File: src/rtl/ccr_pkg.sv
// Shared types and bit positions of the condition code unit.
// Assumes an 8-bit register with the order S X H I N Z V C (bit 7..0).
package ccr_pkg;

    localparam int CCR_W = 8;
    localparam int BIT_C = 0;
    localparam int BIT_V = 1;
    localparam int BIT_Z = 2;
    localparam int BIT_N = 3;
    localparam int CTRL_LO = 4;

    typedef enum logic [1:0] {
        OP_ADD = 2'd0,
        OP_SUB = 2'd1,
        OP_TST = 2'd2,
        OP_SHF = 2'd3
    } op_kind_e;

    // New arithmetic flag values and per-flag write enables
    typedef struct packed {
        logic n;
        logic z;
        logic v;
        logic c;
    } nzvc_t;

endpackage

File: src/rtl/ccr_width_view.sv
// Picks the sign bits of both operands and the result at the selected
// width and detects a zero result at that width.
// Assumes NARROW_W <= DATA_W; bits above the selected width are ignored.
module ccr_width_view #(
    parameter int DATA_W   = 16,
    parameter int NARROW_W = 8
) (
    input  logic              wide,
    input  logic [DATA_W-1:0] a,
    input  logic [DATA_W-1:0] b,
    input  logic [DATA_W-1:0] r,
    output logic              a_msb,
    output logic              b_msb,
    output logic              r_msb,
    output logic              r_zero
);
    localparam int WIDE_MSB   = DATA_W - 1;
    localparam int NARROW_MSB = NARROW_W - 1;

    generate
        if (NARROW_W < DATA_W) begin : g_two_widths
            // Select sign bits and zero test by width
            always_comb begin
                if (wide) begin
                    a_msb  = a[WIDE_MSB];
                    b_msb  = b[WIDE_MSB];
                    r_msb  = r[WIDE_MSB];
                    r_zero = (r == '0);
                end else begin
                    a_msb  = a[NARROW_MSB];
                    b_msb  = b[NARROW_MSB];
                    r_msb  = r[NARROW_MSB];
                    r_zero = (r[NARROW_MSB:0] == '0);
                end
            end
        end else begin : g_one_width
            logic unused_wide;
            // Only one width exists; the select has no effect
            always_comb begin
                unused_wide = wide;
                a_msb  = a[WIDE_MSB];
                b_msb  = b[WIDE_MSB];
                r_msb  = r[WIDE_MSB];
                r_zero = (r == '0);
            end
        end
    endgenerate

endmodule

File: src/rtl/ccr_flag_calc.sv
// Derives new N, Z, V, C values and their write enables from the
// operation class and the sign bits supplied by the width view.
// Assumes the sign bits already belong to the selected width.
module ccr_flag_calc
    import ccr_pkg::*;
(
    input  op_kind_e kind,
    input  logic     a_msb,
    input  logic     b_msb,
    input  logic     r_msb,
    input  logic     r_zero,
    input  logic     shift_c,
    output nzvc_t    flags,
    output nzvc_t    wr_en
);
    // Compute flag values per operation class
    always_comb begin
        flags.n = r_msb;
        flags.z = r_zero;
        flags.v = 1'b0;
        flags.c = 1'b0;
        wr_en   = '{n: 1'b1, z: 1'b1, v: 1'b1, c: 1'b1};
        unique case (kind)
            OP_ADD: begin
                flags.c = (a_msb & b_msb) | (b_msb & ~r_msb) | (a_msb & ~r_msb);
                flags.v = (a_msb & b_msb & ~r_msb) | (~a_msb & ~b_msb & r_msb);
            end
            OP_SUB: begin
                flags.c = (~a_msb & b_msb) | (b_msb & r_msb) | (~a_msb & r_msb);
                flags.v = (a_msb & ~b_msb & ~r_msb) | (~a_msb & b_msb & r_msb);
            end
            OP_TST: begin
                flags.v  = 1'b0;
                wr_en.c  = 1'b0;
            end
            OP_SHF: begin
                flags.c = shift_c;
                flags.v = r_msb ^ shift_c;
            end
            default: ;
        endcase
    end

endmodule

File: src/rtl/ccr_reg.sv
// The condition code register with its three write sources.
// Priority: operation update, then full load, then single-flag write.
module ccr_reg
    import ccr_pkg::*;
#(
    parameter logic [CCR_W-1:0] RESET_VAL = 8'hD0
) (
    input  logic             clk,
    input  logic             rst_n,
    input  logic             op_upd,
    input  nzvc_t            op_flags,
    input  nzvc_t            op_wr_en,
    input  logic             load_wr,
    input  logic [CCR_W-1:0] load_data,
    input  logic             flag_wr,
    input  logic [2:0]       flag_idx,
    input  logic             flag_bit,
    output logic [CCR_W-1:0] q
);
    logic [CCR_W-1:0] nxt;

    // Merge the winning update source into the next value
    always_comb begin
        nxt = q;
        if (op_upd) begin
            if (op_wr_en.n) nxt[BIT_N] = op_flags.n;
            if (op_wr_en.z) nxt[BIT_Z] = op_flags.z;
            if (op_wr_en.v) nxt[BIT_V] = op_flags.v;
            if (op_wr_en.c) nxt[BIT_C] = op_flags.c;
        end else if (load_wr) begin
            nxt = load_data;
        end else if (flag_wr) begin
            nxt[flag_idx] = flag_bit;
        end
    end

    // Register with synchronous active-low reset
    always_ff @(posedge clk) begin
        if (!rst_n) q <= RESET_VAL;
        else        q <= nxt;
    end


    reset_value_chk: assert property (@(posedge clk)
        !rst_n |=> q == RESET_VAL);


    single_bit_only_chk: assert property (@(posedge clk) disable iff (!rst_n)
        (flag_wr && !op_upd && !load_wr) |=>
        (((q ^ $past(q)) & ~(8'b1 << $past(flag_idx))) == 8'h00) &&
        (q[$past(flag_idx)] == $past(flag_bit)));


    full_load_chk: assert property (@(posedge clk) disable iff (!rst_n)
        (load_wr && !op_upd) |=> q == $past(load_data));


    idle_hold_chk: assert property (@(posedge clk) disable iff (!rst_n)
        (!op_upd && !load_wr && !flag_wr) |=> $stable(q));

endmodule

File: src/rtl/ccr_unit.sv
// Top of the condition code unit: width view, flag calculation and the
// register. Assumes the ALU result is presented in the same cycle as its
// operands; flags appear on ccr_q one clock later.
module ccr_unit
    import ccr_pkg::*;
#(
    parameter int               DATA_W    = 16,
    parameter int               NARROW_W  = 8,
    parameter logic [CCR_W-1:0] RESET_VAL = 8'hD0
) (
    input  logic              clk,
    input  logic              rst_n,
    input  logic              op_valid,
    input  logic [1:0]        op_kind,
    input  logic              op_wide,
    input  logic [DATA_W-1:0] opnd_a,
    input  logic [DATA_W-1:0] opnd_b,
    input  logic [DATA_W-1:0] op_result,
    input  logic              shift_carry,
    input  logic              flag_wr,
    input  logic [2:0]        flag_idx,
    input  logic              flag_bit,
    input  logic              load_wr,
    input  logic [CCR_W-1:0]  load_data,
    output logic [CCR_W-1:0]  ccr_q
);
    logic     a_msb, b_msb, r_msb, r_zero;
    op_kind_e kind;
    nzvc_t    flags, wr_en;

    // Cast the raw class code to the enumerated type
    always_comb kind = op_kind_e'(op_kind);

    ccr_width_view #(
        .DATA_W  (DATA_W),
        .NARROW_W(NARROW_W)
    ) u_view (
        .wide  (op_wide),
        .a     (opnd_a),
        .b     (opnd_b),
        .r     (op_result),
        .a_msb (a_msb),
        .b_msb (b_msb),
        .r_msb (r_msb),
        .r_zero(r_zero)
    );

    ccr_flag_calc u_calc (
        .kind   (kind),
        .a_msb  (a_msb),
        .b_msb  (b_msb),
        .r_msb  (r_msb),
        .r_zero (r_zero),
        .shift_c(shift_carry),
        .flags  (flags),
        .wr_en  (wr_en)
    );

    ccr_reg #(
        .RESET_VAL(RESET_VAL)
    ) u_reg (
        .clk      (clk),
        .rst_n    (rst_n),
        .op_upd   (op_valid),
        .op_flags (flags),
        .op_wr_en (wr_en),
        .load_wr  (load_wr),
        .load_data(load_data),
        .flag_wr  (flag_wr),
        .flag_idx (flag_idx),
        .flag_bit (flag_bit),
        .q        (ccr_q)
    );


    ctrl_bits_kept_chk: assert property (@(posedge clk) disable iff (!rst_n)
        op_valid |=> ccr_q[7:CTRL_LO] == $past(ccr_q[7:CTRL_LO]));


    test_clears_v_chk: assert property (@(posedge clk) disable iff (!rst_n)
        (op_valid && op_kind == 2'd2) |=> !ccr_q[BIT_V] && (ccr_q[BIT_C] == $past(ccr_q[BIT_C])));


    shift_v_rule_chk: assert property (@(posedge clk) disable iff (!rst_n)
        (op_valid && op_kind == 2'd3) |=>
        (ccr_q[BIT_V] == (ccr_q[BIT_N] ^ ccr_q[BIT_C])) && (ccr_q[BIT_C] == $past(shift_carry)));


    sign_follows_result_chk: assert property (@(posedge clk) disable iff (!rst_n)
        (op_valid && op_wide) |=> ccr_q[BIT_N] == $past(op_result[DATA_W-1]));


    op_over_load_chk: assert property (@(posedge clk) disable iff (!rst_n)
        (op_valid && load_wr) |=> ccr_q[7:CTRL_LO] == $past(ccr_q[7:CTRL_LO]));

endmodule

File: config.mk
export PLATFORM = sky130hd
export DESIGN_NAME = ccr_unit
export DESIGN_NICKNAME = d
export VERILOG_FILES = /design/src/rtl/ccr_pkg.sv /design/src/rtl/ccr_width_view.sv /design/src/rtl/ccr_flag_calc.sv /design/src/rtl/ccr_reg.sv /design/src/rtl/ccr_unit.sv
export SDC_FILE = /design/constraint.sdc
export NUM_CORES = 1
export LEC_CHECK = 0
export BUFFER_PORTS_ARGS = -buffer_cell sky130_fd_sc_hd__buf_4
export CAP_MARGIN = 10
export CORE_MARGIN = 2
export CORE_UTILIZATION = 38
export CTS_BUF_LIST = sky130_fd_sc_hd__clkbuf_8
export DETAILED_ROUTE_END_ITERATION = 8
export GPL_TIMING_DRIVEN = 1
export PLACE_DENSITY = 0.87
export REMOVE_ABC_BUFFERS = 1
export SLEW_MARGIN = 20
export SYNTH_ARGS = -nofsm -noshare
export SYNTH_HDL_FRONTEND = slang
export SYNTH_SLANG_ARGS = --single-unit
File: constraint.sdc
create_clock -name clk -period 2.4 [get_ports clk]
set_input_delay 0.36 -clock clk [delete_from_list [all_inputs] [get_ports clk]]
set_output_delay 0.36 -clock clk [all_outputs]
set_load 0.1 [all_outputs]
# Word-level counts from Yosys, hierarchy flattened
# Cells that the tools add are included.
# W data, S select, Z words.
[classes]
n_lt_le_gt_ge = 2
eq_ne = 4
mux = 13
n_bitwise = 23
reduce_logical = 8
[op_table]
columns = ["op", "n"]
rows = [
  ["$logic_not A16 Y1", 1],
  ["$mux W8", 2],
  ["$and A1 B1 Y1", 12],
  ["$bwmux W8", 1],
  ["$logic_not A8 Y1", 1],
  ["$mux W1", 6],
  ["$or A1 B1 Y1", 6],
  ["$eq A2 B2 Y1 const B", 2],
  ["$lt A3 B4 Y1 const B", 1],
  ["$mux W4", 1],
  ["$not A1 Y1", 4],
  ["$pmux W1 S4", 1],
  ["$reduce_and A2 Y1", 2],
  ["$demux W1 S3", 1],
  ["$ge A3 B1 Y1 const B", 1],
  ["$pmux W1 S3", 1],
  ["$reduce_bool A3 Y1", 1],
  ["$eq A2 B1 Y1 const B", 1],
  ["$logic_not A2 Y1", 1],
  ["$ne A2 B2 Y1 const B", 1],
  ["$reduce_bool A2 Y1", 1],
  ["$logic_and A1 B1 Y1", 1],
  ["$xor A1 B1 Y1", 1],
]
[totals]
reg_bits = 8
in_bits = 69
output_inout_bits = 8
wordCells = 53

# Depth between registers and ports, before layout
# Gate-level depths: netlist (run 1).
[logic_depth]
depth_word = 8
ltp_mapped = 5
ltp_nobuf = 4

# Hierarchy
# A second synthesis (run 1) with hierarchy kept.
[unflattened]
cells_unflattened = 118
area_unflattened_um2 = 958.4
[by_module_without_submodules]
columns = ["module", "instances", "cells_each", "area_per_inst_um2", "seq_area_each_um2"]
rows = [
  ["ccr_reg", 1, 85, 720.7, 160.2],
  ["ccr_flag_calc", 1, 23, 156.4, 0.0],
  ["ccr_width_view", 1, 10, 81.3, 0.0],
]

# Worst setup path before layout (run 1)
# OpenSTA, ideal clock, no wires.
[synth_timing]
path_kind = "input to register"
from = "in op_wide"
to = "reg u_reg.q[0]"
setup_time_ns = 0.119
arrival_ns = 1.536
t_required_ns = 2.281
slack_ns = 0.745
cell_stages = 4
path_buffers = 0
path_cell_list = "mux2_2 maj3_1 a22o_1 o221a_2"
[synth_between]
elab_chain_len = 8
word_cells_on_any_way = 18
classes_between = "mux (6); bitwise (12)"
[synth_rtl]
columns = ["element", "line_no", "text"]
rows = [
  ["from (decl)", "ccr_unit.sv:15", "input logic op_wide,"],
  ["$mux W1", "ccr_width_view.sv:24", "if (wide) begin"],
  ["$not A1 Y1, on equally long branches", "ccr_flag_calc.sv:29, ccr_flag_calc.sv:25", ""],
  ["$and A1 B1 Y1, on equally long branches", "ccr_flag_calc.sv:29, ccr_flag_calc.sv:25", ""],
  ["$or A1 B1 Y1, on equally long branches (2 in series)", "ccr_flag_calc.sv:29, ccr_flag_calc.sv:25", ""],
  ["$pmux W1 S3 *", "ccr_flag_calc.sv:23", "unique case (kind)"],
  ["$mux W1 *", "ccr_reg.sv:29", "if (op_wr_en.c) nxt[BIT_C] = op_flags.c;"],
  ["$mux W4 *", "ccr_reg.sv:25", "if (op_upd) begin"],
  ["to (signal assigned)", "ccr_reg.sv:40", "else q <= nxt;"],
  ["to (decl)", "ccr_reg.sv:18", "output logic [CCR_W-1:0] q"],
]
# Every way passes the cells marked *; elsewhere a longest branch is shown, timed or not. The select of a mux whose other input is x is not followed.
# A chain may end at the register's enable or synchronous reset.

# Final worst setup path (run 1)
# Ends and elaborated chain as after synthesis.

==> run metrics, run 1 <==
Worst Hold End=u_reg.q[4]; RSZ-0062 raised after global routing=no; Clock Tree Root=clkbuf_8; Worst R2R Start=u_reg.q[3]; Slew Limit Fails=0; DRT Wirelength=1990 um; DRT antenna net count=0; FFs w/ async S/R, synth=0; Num CTS Buffers=3; WP buf/inv=1; min-delay src=rst_n; layout cells sized above 1=0.440; GRT Util Overall=0.193; worst r2r dst=u_reg.q[3]; final hold viol count=0; VDD IR max=0.191 mV; CTS tree=built; static leakage=0.495 nW; NumNets Final=205; CP max-delay cell=mux2_2; initial antenna violation count=0; die height=47.4 um; post-layout util=0.649; status=complete, no violations; register bit total from synthesis=8; drt drc=0; hpwl dp=1610 um; power per cell area=467 nW/um^2; cell count of the worst reg-to-reg path=3; clk slew on worst S/H paths=0.04 ns; Largest Register=u_reg.q; Top FF cell, synth=dfxtp_1; Min-Delay Path Depth=2; setup bufs post-CTS=0; cell depth of the worst setup path=5; Post-Syn Area=716 sq um; Hold/Removal Path Class=in -> reg; clock sinks=8; largest net degree at the start of global routing=17; Max-Cap Viols=0; Synth Area per Inst=8.23 sq um; Worst Path Required=2.51 ns; Largest register FFs=8; Worst Skew=0 ns; Hold-fix buffers, CTS=0; die area=2250 sq um; fin crit period=1.61 ns; delay-heaviest family, CP=compound AO/OA/AOI/OAI gates; Setup CP Type=in -> reg; leading area contributor after synthesis=dfxtp_1; cts repair resizes=0; Initial Util=0.410; worst-skew pair later-pin latency=0.22 ns; final setup violation count=0; Routability Congestion=0.845; vias in the first global route=820; via count=881; final non-filler cell total=159; CP Capture Type=register; Seq/Total Area, Yosys=0.224; fin crit share=0.673; worst-path maximum fanout=5; drt first-iter violations=14; H-tree levels=1; Area Overhead vs Synth=58.4%; worst path cell trace=buf_4 -> mux2_2 -> maj3_1 -> a22o_1 -> o221a_2; Yosys warnings=0; Inst Count DP=156; Worst path max stage delay=0.37 ns; share of the synthesized area in the top cell type=0.224; diode count=0; synth top area cells=dfxtp_1 22%, mux2i_1 8.4%, mux2_2 6.3%; clock buffer depth=2; Post-synth EDFFs=0; r2r setup slk=1.48 ns; grt ovf=0; Synth Instances=87; Pre-antenna DRT Iters=5; Startpoint Class=input port; Core Box Area=1750 sq um; port bufs=48; Crit path arrival time=1.73 ns; Fmax=619 MHz; first-pass GRT wire length=3150 um; Setup TNS=0 ns; Worst Max-Slew Pin Slew=0.492 ns; Chip Width=47.4 um; slew margin rel.=0.663; Largest regs=u_reg.q (8); Yosys cell types=33; number of I/O pins=77; Avg WL per Cell=12.5 um; via/cell ratio=5.54; synth cell count leaders=8 x dfxtp_1, 6 x a21oi_1, 6 x mux2i_1, 6 x o21ai_0; # rows=15; most numerous cell in the Yosys netlist=dfxtp_1
[routing by layer]
layer / track usage / vias to the layer above / part of all wire
li1: - / 437 / -
met1: 0.217 / 392 / 0.40
met2: 0.351 / 50 / 0.49
met3: 0.0423 / 2 / 0.097
met4: 0.0722 / 0 / 0.0065
met5: 0 / - / 0
[cells by family (layout without fill, tap and decap cells)]
kind of cell / count (synthesis) / in the layout / synth area share
XOR/XNOR: 2 / 2 / 0.0245
multiplexers: 10 / 10 / 0.147
AND/OR/NAND/NOR: 29 / 29 / 0.250
adder cells (fa/ha/maj): 2 / 2 / 0.0297
flip-flops: 8 / 8 / 0.224
buffers and inverters: 8 / 55 / 0.0419
AO/OA/AOI/OAI: 28 / 28 / 0.283
[area by class of cell]
cell class	count	area, sq um
Multi-Input combinational cell	71	526
Inverter	4	15.0
Tap cell	25	31.3
Fill cell	159	612
Timing Repair Buffer	48	360
Sequential cell	8	160
Clock buffer	3	41.3
[layout by cell type (no fill, tap or decap)]
cell type / instances
buf_4: 48
dfxtp_1: 8
mux2i_1: 6
o21ai_0: 6
a21oi_1: 6
mux2_2: 4
inv_1: 4
nand2_1: 4
nor3_1: 4
o211ai_1: 4
nand3_1: 3
nor2_1: 3
nor3b_1: 3
a31oi_1: 3
clkbuf_8: 3
nand4b_1: 2
o22ai_1: 2
nor4bb_1: 2
nor2b_1: 2
or4_1: 2
nor4_1: 2
or3_2: 1
xnor2_1: 1
xor2_1: 1
o311a_1: 1
maj3_1: 1
a22o_1: 1
maj3_2: 1
a2111oi_4: 1
a211oi_1: 1
o221a_2: 1
a41oi_1: 1
o21bai_1: 1
and4b_1: 1
[per-stage QoR]
stage / hold WS, ns / setup slack [ns] / cell area (sq um) / total power [mW]
final: 0.392 / 0.786 / 1130 / 0.529
after global routing: 0.405 / 0.750 / 1130 / 0.561
after CTS: 0.393 / 0.785 / 1130 / 0.536
after detailed placement: 0.504 / 0.540 / 1090 / 0.374
after global placement: 0.489 / 0.564 / 1090 / 0.370
after floorplan: 0.449 / 0.745 / 701 / 0.282
[how the worst max path moves through the flow]
stage	slack, ns	startpoint	to
4_1_cts	0.79	op_wide	u_reg.q[0]
5_1_grt	0.75	op_wide	u_reg.q[0]
6_report	0.79	op_wide	u_reg.q[0]
3_3_place_gp	0.56	op_wide	u_reg.q[0]
3_5_place_dp	0.54	op_wide	u_reg.q[0]
2_1_floorplan	0.74	op_wide	u_reg.q[0]
[where the power goes]
part / total [mW] / internal, mW / switching, mW
logic: 0.224 / 0.0903 / 0.133
registers: 0.148 / 0.143 / 0.00478
clock network: 0.158 / 0.108 / 0.0493
total: 0.529 / 0.342 / 0.187
(Power assumes the default switching activity.)
==> run 2, diff against run 1 <==
Settings changed: ABC_AREA set to 1, CORE_UTILIZATION 38 to 37, PLACE_DENSITY 0.87 to 0.83.
Clock period 2.4 ns to 1.5 ns, I/O delays scaled along.
==> run 2 against run 1 <==
Hold slack got worse by 0.18 ns. Synthesized area increased by 7.5%. Non-clock buffer count unchanged. Clock-buffer cell count did not move. Critical path type is now reg -> out. Critical endpoint is now ccr_q[2]. Largest cell class unchanged. Largest power group unchanged.
==> run metrics, run 2 <==
commonest non-fill, non-tap cell in the layout=buf_4; Area Overhead vs Synth=55.3%; Largest regs=u_reg.q (8); drt first-iter violations=38; status=complete, no violations; Worst Hold End=u_reg.q[7]; Pre-antenna DRT Iters=4; worst-path maximum fanout=2; clk slew on worst S/H paths=0.04 ns; FFs w/ async S/R, synth=0; worst-skew pair later-pin latency=0.23 ns; Final Power=873 uW; number of I/O pins=77; Post-Syn Area=769 sq um; Clock Tree Root=clkbuf_8; hpwl dp=1970 um; largest net degree at the start of global routing=12; complex-gate fraction of the synthesized area=0.233; Min-Delay Path Depth=2; # rows=16; Yosys cell types=19; final setup violation count=0; Chip Width=49.6 um; leading area contributor after synthesis=dfxtp_1; Top FF cell, synth=dfxtp_1; synth top area cells=dfxtp_1 21%, nand2_1 18%, nand3_1 10%; diode count=0; leading cell types in the layout, fill and taps excluded=48 x buf_4, 37 x nand2_1, 20 x inv_1; die area=2460 sq um; setup bufs post-CTS=0; CTS tree=built; r2r setup slk=0.78 ns; Startpoint Class=register; grt ovf=0; clock buffer depth=2; adder-cell area share of the yosys netlist=0; CP max-delay cell=dfxtp_1; cell count of the worst reg-to-reg path=4; drt drc=0; Worst path max stage delay=0.34 ns; largest family of logic cells by synthesized area=simple AND/OR/NAND/NOR gates; register bit total from synthesis=8; Slew Limit Fails=0; vias in the first global route=936; Largest register FFs=8; DRT antenna net count=0; via count=1058; Crit path arrival time=0.87 ns; via/cell ratio=4.92; Synth Area in XOR/XNOR=0; min-delay src=rst_n; cts repair resizes=0; DRT Wirelength=2240 um; final hold viol count=0; Max-Cap Viols=0; most numerous cell in the Yosys netlist=nand2_1; Routability Congestion=0.873; Setup TNS=0 ns; Post-synth EDFFs=0; Yosys warnings=0; Setup CP Type=reg -> out; WP buf/inv=1; synth cell count leaders=37 x nand2_1, 20 x inv_1, 16 x nand3_1, 13 x a21oi_1, 12 x o21ai_0; VDD IR max=0.920 mV; CP Capture Type=output port; Synth Instances=139; Core Box Area=1960 sq um; Synth Area per Inst=5.54 sq um; fin crit share=0.728; power per cell area=730 nW/um^2; layout cells sized above 1=0.340; slew margin rel.=0.799; Avg WL per Cell=10.4 um; RSZ-0062 raised after global routing=no; first-pass GRT wire length=3790 um; port bufs=48; simple-gate portion of the synthesized area=0.434; initial antenna violation count=0; Seq/Total Area, Yosys=0.208; clock sinks=8; Worst Path Required=1.27 ns; Initial Util=0.392; share of the synthesized area in the top cell type=0.208; Num CTS Buffers=3; H-tree levels=1; multiplexer area fraction after synthesis=0; die height=49.6 um; Worst Skew=0 ns; delay-heaviest family, CP=flip-flops; static leakage=0.641 nW; worst r2r dst=u_reg.q[2]; NumNets Final=259; GRT Util Overall=0.192; fin crit period=1.09 ns; worst path cell trace=buf_4; Largest Register=u_reg.q; Hold/Removal Path Class=in -> reg; Worst Max-Slew Pin Slew=0.299 ns; Worst R2R Start=u_reg.q[2]; Hold-fix buffers, CTS=0; Fmax=915 MHz
-- run 2: layout make-up --
cell class | count | area, sq um
Clock buffer | 3 | 41.3
Sequential cell | 8 | 160
Fill cell | 196 | 767
Inverter | 23 | 86.3
Multi-Input combinational cell | 106 | 513
Timing Repair Buffer | 48 | 360
Tap cell | 27 | 33.8
-- run 2: cell families after synthesis --
logic type             Yosys count
AO/OA/AOI/OAI                   32
buffers and inverters           25
flip-flops                       8
AND/OR/NAND/NOR                 74
-- run 2: worst max path at each step --
stage,from,endpoint,slack [ns],cells after the start
2_1_floorplan,u_reg.q[0],u_reg.q[0],0.14,2
3_3_place_gp,load_wr,u_reg.q[1],0.29,8
3_5_place_dp,load_wr,u_reg.q[1],0.27,8
4_1_cts,u_reg.q[2],ccr_q[2],0.41,1
5_1_grt,load_wr,u_reg.q[1],0.33,8
6_report,u_reg.q[2],ccr_q[2],0.41,1
-- run 2: where the power goes --
part           internal (mW)  switching (mW)
clock                  0.173          0.0761
combinational          0.138           0.247
sequential             0.231         0.00811
-- run 2: metrics by stage --
| stage | area (sq um) | hold slack [ns] | cells | setup slack [ns] | utilization |
|---|---|---|---|---|---|
| 6_report | 1190 | 0.217 | 215 | 0.408 | 0.609 |
| 2_1_floorplan | 759 | 0.294 | 137 | 0.141 | - |
| 3_3_place_gp | 1150 | 0.445 | 212 | 0.292 | 0.588 |
| 3_5_place_dp | 1150 | 0.443 | 212 | 0.266 | 0.588 |
| 5_1_grt | 1190 | 0.217 | 215 | 0.327 | 0.609 |
| 4_1_cts | 1190 | 0.211 | 215 | 0.409 | 0.609 |
-- run 2: routing by layer --
metal,vias up,routed length (um),track usage
met5,-,0,0
met4,0,12,0.0787
met3,2,105,0.0364
met2,35,1130,0.313
met1,463,985,0.247
li1,558,-,-
==> run 3, diff against run 2 <==
Settings changed: ABC_AREA 1 to 0, CORE_UTILIZATION 37 to 35, PLACE_DENSITY 0.83 to 0.81.
Clock period 1.5 ns to 1.1 ns, I/O delays scaled along.
==> run 3 against run 2 <==
The flow now finishes with violations (negative setup slack). Flip-flop and latch count is the same. Clock-buffer cell count is the same. Register-to-register slack lost 0.58 ns. Total power grew 45%. First-iteration DRC count shrank 61%. Sequential power grew 35%. Clock power grew 46%. Worst setup slack lost 0.57 ns. Critical path depth grew 4. Core utilization grew 8.0 points.
==> run metrics, run 3 (same netlist as run 1, synthesis figures left out) <==
Worst R2R Start=u_reg.q[3]; CTS tree=built; Worst Hold End=u_reg.q[4]; Hold/Removal Path Class=in -> reg; GRT Util Overall=0.213; Setup TNS=-0.303 ns; GR Util met3=0.0552; Fmax=794 MHz; initial antenna violation count=0; fin crit share=1.14; largest net degree at the start of global routing=10; CP Capture Type=register; failing checks=negative setup slack; status=finished with violations; tightest hold margin=0.189 ns; Routability Congestion=0.798; port bufs=48; via/cell ratio=5.24; drt drc=0; slew margin rel.=0.789; via count=954; worst path cell trace=buf_8 -> mux2_4 -> maj3_2 -> a2111oi_4 -> o221a_2; # fillers=162; Worst Max-Slew Pin Slew=0.312 ns; die height=49.2 um; number of I/O pins=77; diode count=0; layout cells sized above 1=0.561; NumNets Final=226; CP max-delay cell=maj3_2; Min-Delay Path Depth=2; vias in the first global route=1010; final setup violation count=3; Setup CP Type=in -> reg; drt first-iter violations=15; leading cell types in the layout, fill and taps excluded=68 x buf_4, 8 x dfxtp_1, 6 x o21ai_0, 6 x a21oi_1; Core Box Area=1940 sq um; Chip Width=49.2 um; met1 Resource Use GR=0.214; commonest non-fill, non-tap cell in the layout=buf_4; Worst path max stage delay=0.33 ns; Initial Util=0.369; final hold viol count=0; CP Launch Point=op_wide; grt ovf=0; clock buffer depth=2; H-tree levels=1; RSZ-0062 raised after global routing=yes; Clock Tree Root=clkbuf_8; cell count of the worst reg-to-reg path=3; clk slew on worst S/H paths=0.04 ns; worst-skew pair later-pin latency=0.23 ns; r2r setup slk=0.20 ns; Largest regs=u_reg.q (8); # rows=16; Worst Path Required=1.28 ns; hpwl dp=1960 um; DRT antenna net count=0; Crit path arrival time=1.44 ns; VDD IR max=0.698 mV; power per cell area=947 nW/um^2; min-delay src=rst_n; clock sinks=8; DRT Wirelength=2400 um; setup bufs post-CTS=0; Worst Skew=0 ns; Top Usage Layer GRT=met2; Max-Cap Viols=0; die area=2420 sq um; Pre-antenna DRT Iters=4; Largest Register=u_reg.q; Slew Limit Fails=0; worst-path maximum fanout=5; Area Overhead vs Synth=86.9%; static leakage=0.607 nW; first-pass GRT wire length=4060 um; GR Layer Usage met2=0.401; Num CTS Buffers=3; Startpoint Class=input port; fin crit period=1.26 ns; Largest register FFs=8; worst r2r dst=u_reg.q[3]; setup ws final=-0.159 ns; Avg WL per Cell=13.2 um
run 3: cell types whose count changed in the layout (fill, tap and decap cells not counted), sizes merged, moves of 6 or more:
cell / before / now
buf: 48 / 69
o21ai: 14 / 6
mux2i: 0 / 6
nand3: 17 / 3
inv: 23 / 4
a21oi: 15 / 6
nand2: 43 / 4
run 3: timing repair:
action / CTS / global route
pin swaps: 4 / 1
gates resized for setup: 5 / 6
hold buffers: 0 / 0
setup endpoints to repair: 2 / 4
run 3: per-layer routing:
| metal | routed length, um | share of wire |
|---|---|---|
| met5 | 0 | 0 |
| met4 | 42 | 0.018 |
| met3 | 208 | 0.087 |
| met2 | 1190 | 0.49 |
| met1 | 961 | 0.40 |
run 3: through the flow:
step	area (sq um)	setup slack (ns)	power, mW	utilization	instances
finish	1340	-0.159	1.27	0.689	182
global route	1340	-0.181	1.32	0.689	182
CTS	1310	-0.153	1.25	0.675	182
detailed placement	1250	-0.555	0.882	0.645	179
global placement	1250	-0.520	0.869	0.645	179
floorplan	701	-0.389	0.615	-	83
run 3: worst max-delay path by stage:
stage / endpoint / slack, ns
after floorplan: u_reg.q[3] / -0.39
after global placement: u_reg.q[0] / -0.52
after detailed placement: u_reg.q[0] / -0.56
after CTS: u_reg.q[0] / -0.15
after global routing: u_reg.q[0] / -0.18
final: u_reg.q[0] / -0.16
run 3: final cells by class:
type | instances | area (sq um) | area share
inverters | 4 | 15.0 | 0.0112
flip-flops and latches | 8 | 160 | 0.120
clock buffers | 3 | 41.3 | 0.0309
multi-input cells | 71 | 562 | 0.420
well taps | 27 | 33.8 | 0.0253
repair buffers | 69 | 526 | 0.393
run 3: power by group:
group / leakage [nW] / internal (mW) / switching, mW / total, mW
clock: 0.0216 / 0.238 / 0.125 / 0.363
combinational: 0.519 / 0.264 / 0.317 / 0.581
sequential: 0.0662 / 0.313 / 0.0106 / 0.323
total: 0.607 / 0.815 / 0.452 / 1.27
run 3: critical path: cells and delay by family:
kind,cells,cell delay [ns]
buf+inv,1,0.11
compound gates,2,0.53
fa+ha+maj,1,0.33
mux,1,0.32
